**src/rtl/caption_fifo_pkg.sv**
```systemverilog
package caption_fifo_pkg;

  localparam int unsigned CHAR_W  = 8;
  localparam int unsigned ENTRY_W = CHAR_W + 2;

  typedef struct packed {
    logic              ext;
    logic              hi;
    logic [CHAR_W-1:0] chr;
  } entry_t;

endpackage

```
**src/rtl/caption_fifo_ctrl.sv**
```systemverilog
module caption_fifo_ctrl #(
  parameter int unsigned DEPTH = 17,
  parameter int unsigned CNT_W = $clog2(DEPTH + 1),
  parameter int unsigned PTR_W = $clog2(DEPTH)
) (
  input  logic             clk,
  input  logic             rst_n,
  input  logic             flush,
  input  logic             wr_req,
  input  logic             rd_req,
  output logic             wr_go,
  output logic [PTR_W-1:0] wr_addr,
  output logic             rd_go,
  output logic [PTR_W-1:0] rd_addr,
  output logic [CNT_W-1:0] count,
  output logic [CNT_W-1:0] count_next
);

  localparam logic [PTR_W-1:0] LAST_IDX = PTR_W'(DEPTH - 1);
  localparam logic [CNT_W-1:0] FULL_CNT = CNT_W'(DEPTH);

  logic [PTR_W-1:0] wr_ptr_q, wr_ptr_d;
  logic [PTR_W-1:0] rd_ptr_q, rd_ptr_d;
  logic [CNT_W-1:0] cnt_q, cnt_d;
  logic             full;
  logic             wr_append;
  logic [PTR_W-1:0] newest_ptr;

  function automatic logic [PTR_W-1:0] ptr_inc(input logic [PTR_W-1:0] p);
    return (p == LAST_IDX) ? '0 : p + PTR_W'(1);
  endfunction

  function automatic logic [PTR_W-1:0] ptr_dec(input logic [PTR_W-1:0] p);
    return (p == '0) ? LAST_IDX : p - PTR_W'(1);
  endfunction

  always_comb begin
    full       = (cnt_q == FULL_CNT);
    rd_go      = rd_req && (cnt_q != '0) && !flush;
    wr_go      = wr_req && !flush;
    wr_append  = wr_go && (!full || rd_go);
    newest_ptr = ptr_dec(wr_ptr_q);
    wr_addr    = wr_append ? wr_ptr_q : newest_ptr;
    rd_addr    = rd_ptr_q;
  end

  always_comb begin
    wr_ptr_d = wr_ptr_q;
    rd_ptr_d = rd_ptr_q;
    cnt_d    = cnt_q;
    if (flush) begin
      wr_ptr_d = '0;
      rd_ptr_d = '0;
      cnt_d    = '0;
    end else begin
      if (wr_append) wr_ptr_d = ptr_inc(wr_ptr_q);
      if (rd_go)     rd_ptr_d = ptr_inc(rd_ptr_q);
      case ({wr_append, rd_go})
        2'b10:   cnt_d = cnt_q + CNT_W'(1);
        2'b01:   cnt_d = cnt_q - CNT_W'(1);
        default: cnt_d = cnt_q;
      endcase
    end
  end

  always_ff @(posedge clk or negedge rst_n) begin
    if (!rst_n) begin
      wr_ptr_q <= '0;
      rd_ptr_q <= '0;
      cnt_q    <= '0;
    end else begin
      wr_ptr_q <= wr_ptr_d;
      rd_ptr_q <= rd_ptr_d;
      cnt_q    <= cnt_d;
    end
  end

  assign count      = cnt_q;
  assign count_next = cnt_d;

  p_count_bound_r2: assert property (@(posedge clk) disable iff (!rst_n)
    cnt_q <= FULL_CNT)
    else $error("count above capacity");

  p_flush_empty_r11: assert property (@(posedge clk) disable iff (!rst_n)
    flush |=> (cnt_q == '0))
    else $error("flush did not empty queue");

  p_pair_hold_r12: assert property (@(posedge clk) disable iff (!rst_n)
    (rd_req && wr_req && !flush && cnt_q != '0) |=> (cnt_q == $past(cnt_q)))
    else $error("paired access changed count");

  p_ovwr_hold_r6: assert property (@(posedge clk) disable iff (!rst_n)
    (wr_req && !rd_req && !flush && full) |=> (cnt_q == FULL_CNT && $stable(rd_ptr_q)))
    else $error("full write changed count");

endmodule

```
**src/rtl/caption_fifo_store.sv**
```systemverilog
module caption_fifo_store
  import caption_fifo_pkg::*;
#(
  parameter int unsigned DEPTH = 17,
  parameter int unsigned PTR_W = $clog2(DEPTH)
) (
  input  logic             clk,
  input  logic             rst_n,
  input  logic             wr_go,
  input  logic [PTR_W-1:0] wr_addr,
  input  entry_t           wr_entry,
  input  logic             rd_go,
  input  logic [PTR_W-1:0] rd_addr,
  output entry_t           rd_entry
);

  entry_t slot_q [DEPTH];
  entry_t rd_q, rd_d;

  for (genvar g = 0; g < DEPTH; g++) begin : g_slot
    logic slot_we;
    assign slot_we = wr_go && (wr_addr == PTR_W'(g));
    always_ff @(posedge clk) begin
      if (slot_we) slot_q[g] <= wr_entry;
    end
  end

  always_comb begin
    rd_d = rd_q;
    if (rd_go) rd_d = slot_q[rd_addr];
  end

  always_ff @(posedge clk or negedge rst_n) begin
    if (!rst_n) rd_q <= '0;
    else        rd_q <= rd_d;
  end

  assign rd_entry = rd_q;

endmodule

```
**src/rtl/caption_fifo_flags.sv**
```systemverilog
module caption_fifo_flags #(
  parameter int unsigned DEPTH         = 17,
  parameter int unsigned VALID_ABOVE   = 8,
  parameter int unsigned VALID_BELOW   = 7,
  parameter int unsigned OVF_BELOW     = 16,
  parameter int unsigned CNT_W         = $clog2(DEPTH + 1)
) (
  input  logic             clk,
  input  logic             rst_n,
  input  logic [CNT_W-1:0] count,
  input  logic [CNT_W-1:0] count_next,
  output logic             ovf,
  output logic             valid
);

  localparam logic [CNT_W-1:0] FULL_CNT = CNT_W'(DEPTH);
  localparam logic [CNT_W-1:0] V_SET    = CNT_W'(VALID_ABOVE);
  localparam logic [CNT_W-1:0] V_CLR    = CNT_W'(VALID_BELOW);
  localparam logic [CNT_W-1:0] O_CLR    = CNT_W'(OVF_BELOW);

  logic ovf_q, ovf_d;
  logic val_q, val_d;

  always_comb begin
    ovf_d = ovf_q;
    if (count_next == FULL_CNT)  ovf_d = 1'b1;
    else if (count_next < O_CLR) ovf_d = 1'b0;

    val_d = val_q;
    if (count_next > V_SET)      val_d = 1'b1;
    else if (count_next < V_CLR) val_d = 1'b0;
  end

  always_ff @(posedge clk or negedge rst_n) begin
    if (!rst_n) begin
      ovf_q <= 1'b0;
      val_q <= 1'b0;
    end else begin
      ovf_q <= ovf_d;
      val_q <= val_d;
    end
  end

  assign ovf   = ovf_q;
  assign valid = val_q;

  p_valid_set_r4: assert property (@(posedge clk) disable iff (!rst_n)
    (count > V_SET) |-> val_q)
    else $error("valid low above threshold");

  p_valid_clear_r9: assert property (@(posedge clk) disable iff (!rst_n)
    (count < V_CLR) |-> !val_q)
    else $error("valid high below threshold");

  p_ovf_full_r6: assert property (@(posedge clk) disable iff (!rst_n)
    (count == FULL_CNT) |-> ovf_q)
    else $error("overflow low when full");

  p_ovf_clear_r7: assert property (@(posedge clk) disable iff (!rst_n)
    (count < O_CLR) |-> !ovf_q)
    else $error("overflow high below limit");

endmodule

```
**src/rtl/caption_fifo.sv**
```systemverilog
module caption_fifo
  import caption_fifo_pkg::*;
#(
  parameter int unsigned DEPTH       = 17,
  parameter int unsigned VALID_ABOVE = 8,
  parameter int unsigned VALID_BELOW = 7,
  parameter int unsigned OVF_BELOW   = 16
) (
  input  logic               clk,
  input  logic               rst_n,
  input  logic               flush,
  input  logic               wr_en,
  input  logic [CHAR_W-1:0]  wr_byte,
  input  logic               wr_hi,
  input  logic               wr_ext,
  input  logic               rd_en,
  output logic [ENTRY_W-1:0] rd_data,
  output logic               not_empty,
  output logic               overflow,
  output logic               valid_flag,
  input  logic               pin_en,
  output logic               valid_pin_low
);

  localparam int unsigned CNT_W = $clog2(DEPTH + 1);
  localparam int unsigned PTR_W = $clog2(DEPTH);

  logic             wr_go, rd_go;
  logic [PTR_W-1:0] wr_addr, rd_addr;
  logic [CNT_W-1:0] count, count_next;
  entry_t           wr_entry, rd_entry;
  logic             ovf, valid;

  assign wr_entry = '{ext: wr_ext, hi: wr_hi, chr: wr_byte};

  caption_fifo_ctrl #(
    .DEPTH (DEPTH),
    .CNT_W (CNT_W),
    .PTR_W (PTR_W)
  ) i_ctrl (
    .clk        (clk),
    .rst_n      (rst_n),
    .flush      (flush),
    .wr_req     (wr_en),
    .rd_req     (rd_en),
    .wr_go      (wr_go),
    .wr_addr    (wr_addr),
    .rd_go      (rd_go),
    .rd_addr    (rd_addr),
    .count      (count),
    .count_next (count_next)
  );

  caption_fifo_store #(
    .DEPTH (DEPTH),
    .PTR_W (PTR_W)
  ) i_store (
    .clk      (clk),
    .rst_n    (rst_n),
    .wr_go    (wr_go),
    .wr_addr  (wr_addr),
    .wr_entry (wr_entry),
    .rd_go    (rd_go),
    .rd_addr  (rd_addr),
    .rd_entry (rd_entry)
  );

  caption_fifo_flags #(
    .DEPTH       (DEPTH),
    .VALID_ABOVE (VALID_ABOVE),
    .VALID_BELOW (VALID_BELOW),
    .OVF_BELOW   (OVF_BELOW),
    .CNT_W       (CNT_W)
  ) i_flags (
    .clk        (clk),
    .rst_n      (rst_n),
    .count      (count),
    .count_next (count_next),
    .ovf        (ovf),
    .valid      (valid)
  );

  assign rd_data       = rd_entry;
  assign not_empty     = (count != '0);
  assign overflow      = ovf;
  assign valid_flag    = valid;
  assign valid_pin_low = valid & pin_en;

  p_write_fills_r3: assert property (@(posedge clk) disable iff (!rst_n)
    (wr_en && !flush) |=> not_empty)
    else $error("write left queue empty");

  p_empty_read_r10: assert property (@(posedge clk) disable iff (!rst_n)
    (rd_en && !wr_en && !flush && !not_empty) |=> ($stable(rd_data) && !not_empty))
    else $error("empty read disturbed state");

  p_flush_flags_r11: assert property (@(posedge clk) disable iff (!rst_n)
    flush |=> (!overflow && !valid_flag && !not_empty))
    else $error("flush left flags set");

endmodule

```
**config.mk**
```make
export PLATFORM = sky130hd
export DESIGN_NAME = caption_fifo
export DESIGN_NICKNAME = d
export VERILOG_FILES = /design/src/rtl/caption_fifo_pkg.sv /design/src/rtl/caption_fifo_ctrl.sv /design/src/rtl/caption_fifo_store.sv /design/src/rtl/caption_fifo_flags.sv /design/src/rtl/caption_fifo.sv
export SDC_FILE = /design/constraint.sdc
export NUM_CORES = 1
export LEC_CHECK = 0
export ABC_AREA = 1
export BUFFER_PORTS_ARGS = -buffer_cell sky130_fd_sc_hd__buf_2
export CORE_MARGIN = 3
export CORE_UTILIZATION = 67
export CTS_CLUSTER_SIZE = 8
export DETAILED_ROUTE_END_ITERATION = 6
export PLACE_DENSITY = 0.91
export RECOVER_POWER = 100
export SYNTH_ARGS = -nofsm -noshare
export SYNTH_HDL_FRONTEND = slang
export SYNTH_HIERARCHICAL = 1
export SYNTH_SLANG_ARGS = --single-unit
```
**constraint.sdc**
```tcl
create_clock -name clk -period 5.15 [get_ports clk]
set_input_delay 1.03 -clock clk [delete_from_list [all_inputs] [get_ports clk]]
set_output_delay 1.03 -clock clk [all_outputs]
set_load 0.02 [all_outputs]
```
Word level (Yosys, flattened, before mapping). Memory sizes are Yosys's and may differ from the RTL's. A register that Yosys moved wholly into a read port is not among the register bits. Cells that the tools add are included.

Flip-flop bits (word level): 17. Bits in writable memories: 170. Memories kept: 1.

Memory list: i_store.slot_q (words 17, width 10, read ports 1, clocked after memory_dff 1, write ports 1, line caption_fifo_store.sv:17) `entry_t slot_q [DEPTH];`.

Add/subtract/negate cells: 5. Magnitude comparators: 3. Equality and inequality tests: 22. Muxes and demuxes: 96. Bitwise gates (word level): 1. Reductions and logical operators: 48.

Operators by type and width (number): two-way mux 10 bit (16); OR reduction 10 bit (16); two-way mux 5 bit (25); two-way mux 1 bit (54); equality test 5 x 4 -> 1 bit, second input constant (8); equality test 5 bit, second input constant (5); logical AND 1 bit (21); equality test 5 x 3 -> 1 bit, second input constant (4); adder 5 x 1 -> 5 bit, second input constant (3); equality test 5 x 2 -> 1 bit, second input constant (2); logical NOT 5 bit (2); one-hot mux 5 bit (2 select lines) (1); subtractor 5 x 1 -> 5 bit, second input constant (2); nonzero test 2 bit (4); equality test 5 x 1 -> 1 bit, second input constant (1); greater-than comparator 5 x 4 -> 1 bit, second input constant (1); less-than comparator 5 x 3 -> 1 bit, second input constant (1); less-than comparator 5 bit, second input constant (1); nonzero test 5 bit (1); logical NOT 1 bit (3); equality test 2 x 1 -> 1 bit, second input constant (1); equality test 2 bit, second input constant (1); AND 1 bit (1); logical OR 1 bit (1).

Logic depth before layout (Yosys ltp).
Depth after elaboration: 27. Gate-level depth with buffers: 16. Mapped depth without buffers: 16.

By module. The synthesis kept the hierarchy.

Modules (own cells, without submodules): caption_fifo_store (times used 1, cells an instance 734, area an instance 7689.9 um^2); caption_fifo_ctrl (times used 1, cells an instance 142, area an instance 1136.1 um^2); caption_fifo_flags (times used 1, cells an instance 15, area an instance 115.1 um^2); caption_fifo (times used 1, cells an instance 6, area an instance 23.8 um^2).

Worst setup path before layout. OpenSTA, ideal clock, no wires.

Path type: input to register. From: input wr_en. To: memory i_store/slot_q[10][0] (netlist name) (enable). Setup time: 0.376 ns. Data arrival time: 2.551 ns. Data required time: 4.774 ns. Path slack: 2.222 ns. Cell stages on the path: 8. Path buffers: 1. Path through: inv_1 nor2_4 nand2_4 buf_8 o21ai_0 inv_1 or2_2 nor2_1.

Elaborated cells on any way between the ends: 119. Classes of those cells: eq/ne: 16; mux: 67; reduce/logical: 36.

RTL lines: start, declared (line caption_fifo.sv:12) `input logic wr_en,`; logical AND 1 bit * (line caption_fifo_ctrl.sv:40) `wr_go = wr_req && !flush;`; net wr_go (line caption_fifo.sv:28) `logic wr_go, rd_go;`; logical AND 1 bit * (line caption_fifo_ctrl.sv:41) `wr_append = wr_go && (!full || rd_go);`; two-way mux 5 bit * (line caption_fifo_ctrl.sv:43) `wr_addr = wr_append ? wr_ptr_q : newest_ptr;`; net wr_addr[1] (line caption_fifo.sv:29) `logic [PTR_W-1:0] wr_addr, rd_addr;`; equality test 5 x 4 -> 1 bit * (line caption_fifo_store.sv:22) `assign slot_we = wr_go && (wr_addr == PTR_W'(g));`; logical AND 1 bit * (line caption_fifo_store.sv:22); net i_store.g_slot[10].slot_we (line caption_fifo_store.sv:21) `logic slot_we;`; two-way mux 1 bit * (line caption_fifo_store.sv:24) `if (slot_we) slot_q[g] <= wr_entry;`; two-way mux 1 bit (not written as such) * (line caption_fifo_store.sv:24); OR reduction 10 bit (no source line); two-way mux 5 bit (no source line) or two-way mux 1 bit (tied branches) (7 in a row); end, declared (line caption_fifo_store.sv:17).

The timed path passes the listed nets; every way through them passes the cells marked *.

Worst setup path in the final report.
From: input wr_en. To: memory i_store/slot_q[12][0] (netlist name) (enable).

Elaborated cells on any way between the ends: 119. Classes of those cells: eq/ne: 16; mux: 67; reduce/logical: 36.

RTL lines (line): logical AND 1 bit * (caption_fifo_ctrl.sv:40); net wr_go (caption_fifo.sv:28); logical AND 1 bit * (caption_fifo_ctrl.sv:41); two-way mux 5 bit * (caption_fifo_ctrl.sv:43); net wr_addr[4] (caption_fifo.sv:29); equality test 5 x 4 -> 1 bit * (caption_fifo_store.sv:22); logical AND 1 bit * (caption_fifo_store.sv:22); net i_store.g_slot[12].slot_we (caption_fifo_store.sv:21); two-way mux 1 bit * (caption_fifo_store.sv:24); two-way mux 1 bit (not written as such) * (caption_fifo_store.sv:24); OR reduction 10 bit (no source line); two-way mux 5 bit (no source line) or two-way mux 1 bit (tied branches) (5 in a row).

Marks and branches as above.

==> results by group <==
Outcome
  • Run status: completed

Route
  • Post-route ant nets: 0
  • DRT Pass-1 Iters: 6
  • WL final: roughly 20000 um
  • Routed len/inst: 18.55 um
  • DRC violations left: 0
  • Detail-routed via count per cell: 5.801
  • Overall via count from detail_route: ~6400
  • Initial DRC Count: 1140

Floorplanning
  • Die ar.: 0.01480 mm2
  • Core area: 0.01282 mm2
  • Die height: 121.7 um
  • Row count: 41
  • Die X: 121.7 um
  • I/O Pins: 30
  • Initial Util: between 60% and 70%

Timing
  • Fmax: 310.3 MHz
  • RSZ-0062 raised after global routing: false
  • Clk_skew: 5.687 ps
  • Setup_tns: 0 ps
  • Fin crit share: 62.58%
  • Worst hold margin: about 480 ps
  • Final Hold Fails: 0
  • Slew margin rel.: 4.406%
  • Slew @ Worst Pin: 1434 ps
  • Fin crit period: between 3000 and 4000 ps
  • Final slew viol count: 0
  • Setup Viol. Count Final: 0

Pwr
  • Worst VDD drop: around 0.35 mV
  • Static leakage: a little over 4 nW
  • Power Density: 403.3 mW/mm2

Worst hold path
  • Hold EP: i_store/rd_entry[6]
  • Hold Crit Start: i_store/rd_entry[6]
  • Hold crit path type: flip-flop to flip-flop
  • Hold Path Stages: 2

Setup path
  • Worst setup EP type: flip-flop
  • WS Path Type: input port to flip-flop
  • CP Launch Type: input port
  • CP max FO: 13
  • RR Endpoint: i_store/slot_q[12][0]
  • R2r setup slk: 2150 ps
  • Reg2Reg Depth: 9
  • R2R Path Start: i_ctrl/count[1]
  • Crit path required time: ~5200 ps
  • WP data arrival: between 3000 and 4000 ps

Synthesis
  • Most common cell in the netlist: nand2_1
  • Cell count after synthesis: 897
  • Ys flop type: edfxtp_1
  • Yosys top cell by area: edfxtp_1
  • Top post-synthesis cells by count: 304 x nand2_1, 170 x edfxtp_1, 133 x nand3_1
  • Post-synth EDFFs: 170
  • Syn nets: 921
  • Number of warnings issued by yosys: 6
  • Synth Cell Area: 0.008965 mm2
  • Yosys reg bits: between 150 and 200
  • Top-area cell type share of the netlist area: 56.94%
  • Library cells used by synthesis: 37
  • Synth async-reset ratio: 13.71%
  • Syn Area/Cell: 9.994 um2
  • Seq/Total Area, Yosys: between 60% and 70%
  • Main area contributors after synthesis: edfxtp_1 57%, nand2_1 13%, dfrtp_1 7.5%

CTS
  • Clock buffer depth: 2
  • CTS hold repair buffers: 0
  • Clock transition at path regs: 70 ps
  • Clock Sinks: 197
  • Worst skew pair latency: 430 ps
  • Post-CTS Setup Inserts: 0
  • CTS tree: built
  • H-tree depth: 4
  • Root Buffer: clkbuf_16
  • Post-cts gate resize count: 0
  • Total CTS buffers: 17

Cells and area
  • Share of cells above drive strength 1: 6.176%
  • Nets: approximately 930
  • Layout Area Growth over Synthesis: 7.886%
  • Layout Utilization: 75.41%
  • Number of filler cells placed in the layout: 819
  • Antenna cell count: 0

GRT
  • Initial antenna violation count: 0
  • Total track usage: 28.99%
  • GRT overflow: 0
  • Number of global-route vias before repair: slightly above 6000
  • Largest net degree at the start of global routing: 84
  • First-pass GRT wire length: 31670 um

Placement
  • Detailed placer's ending HPWL: approximately 13000 um
  • Final GP Congestion: 0.9327
  • IO Port Bufs: 29

Flow run
  • Max-cap check violation count: 0
cell families (layout without fill, tap and decap cells):
group / Yosys count / after routing / share of synthesized area, %
compound gates: 18 / 18 / 1.131
xor+xnor: 7 / 7 / 0.6839
fa+ha+maj: 8 / 8 / 1.200
buf+inv: 153 / 179 / 7.816
flops: 197 / 197 / 64.48
simple gates: 514 / 514 / 24.69
how the worst max path moves through the flow:
stage,startpoint,to,slack [ps],cells after the start
final,wr_en,i_store/slot_q[12][0],1930,9
after global routing,wr_en,i_store/slot_q[0][1],1700,9
after CTS,wr_en,i_store/slot_q[0][7],2160,10
after detailed placement,wr_en,i_store/slot_q[0][9],1770,10
after global placement,wr_en,i_store/slot_q[6][3],1930,8
after floorplan,wr_en,i_store/slot_q[10][0],2220,8
layer usage:
layer	global-route usage (%)	up-vias	share of wire [%]
li1	-	2935	-
met1	38.36	2955	37
met4	13.73	0	4.6
met5	0	-	0
met2	46.36	379	49
met3	6.360	83	9.6
final cells by class:
type | count | area (um2) | share of cell area (%)
Clock buffer | 18 | 439.2 | 4.541
Inverter | 116 | 441.7 | 4.567
Sequential cell | 197 | 5781 | 59.77
Tap cell | 172 | 215.2 | 2.225
Clock inverter | 14 | 225.2 | 2.329
Timing Repair Buffer | 31 | 128.9 | 1.332
Multi-Input combinational cell | 547 | 2441 | 25.24
worst max-delay path: stages:
cell and delay [ps]:
buf_2 70, inv_1 50, nor2_1 200, nand2_1 320, nand3_1 220, nand2_1 120
nor2_1 280, nand3_1 260, nor2_1 720
registers in the layout (all words and copies together) (netlist names):
signal            flops
i_store/rd_entry     10
i_ctrl/count          5
i_flags/ovf           1
i_flags/valid         1
i_store/slot_q      170
i_ctrl/wr_ptr_q       5
i_ctrl/rd_addr        5
power breakdown:
group | internal [mW] | switching (mW) | total (mW)
Sequential | 1.80 | 0.0399 | 1.84
Combinational | 0.158 | 0.444 | 0.602
Clock | 0.880 | 0.579 | 1.46
Total | 2.84 | 1.06 | 3.90
through the flow:
stage	cell area [um2]	cells	power, mW	setup WS, ps
after floorplan	8965	897	2.316	2222
after global placement	9084	1063	2.452	1932
after detailed placement	9084	1063	2.477	1771
after CTS	9748	1095	3.918	2165
after global routing	9672	1095	4.054	1703
final	9672	1095	3.901	1927
placed cells by master, fill, tap and decap left out, types with 6 or more instances in the layout:
cell type  count
nand2_1      307
clkbuf_16     17
edfxtp_1     170
dfrtp_1       27
clkbuf_1      25
o22ai_1        6
ha_1           7
nand3_1      135
nor2_1        56
a21oi_1        6
inv_1        110
No activity file was read; power rests on OpenSTA's default activity.
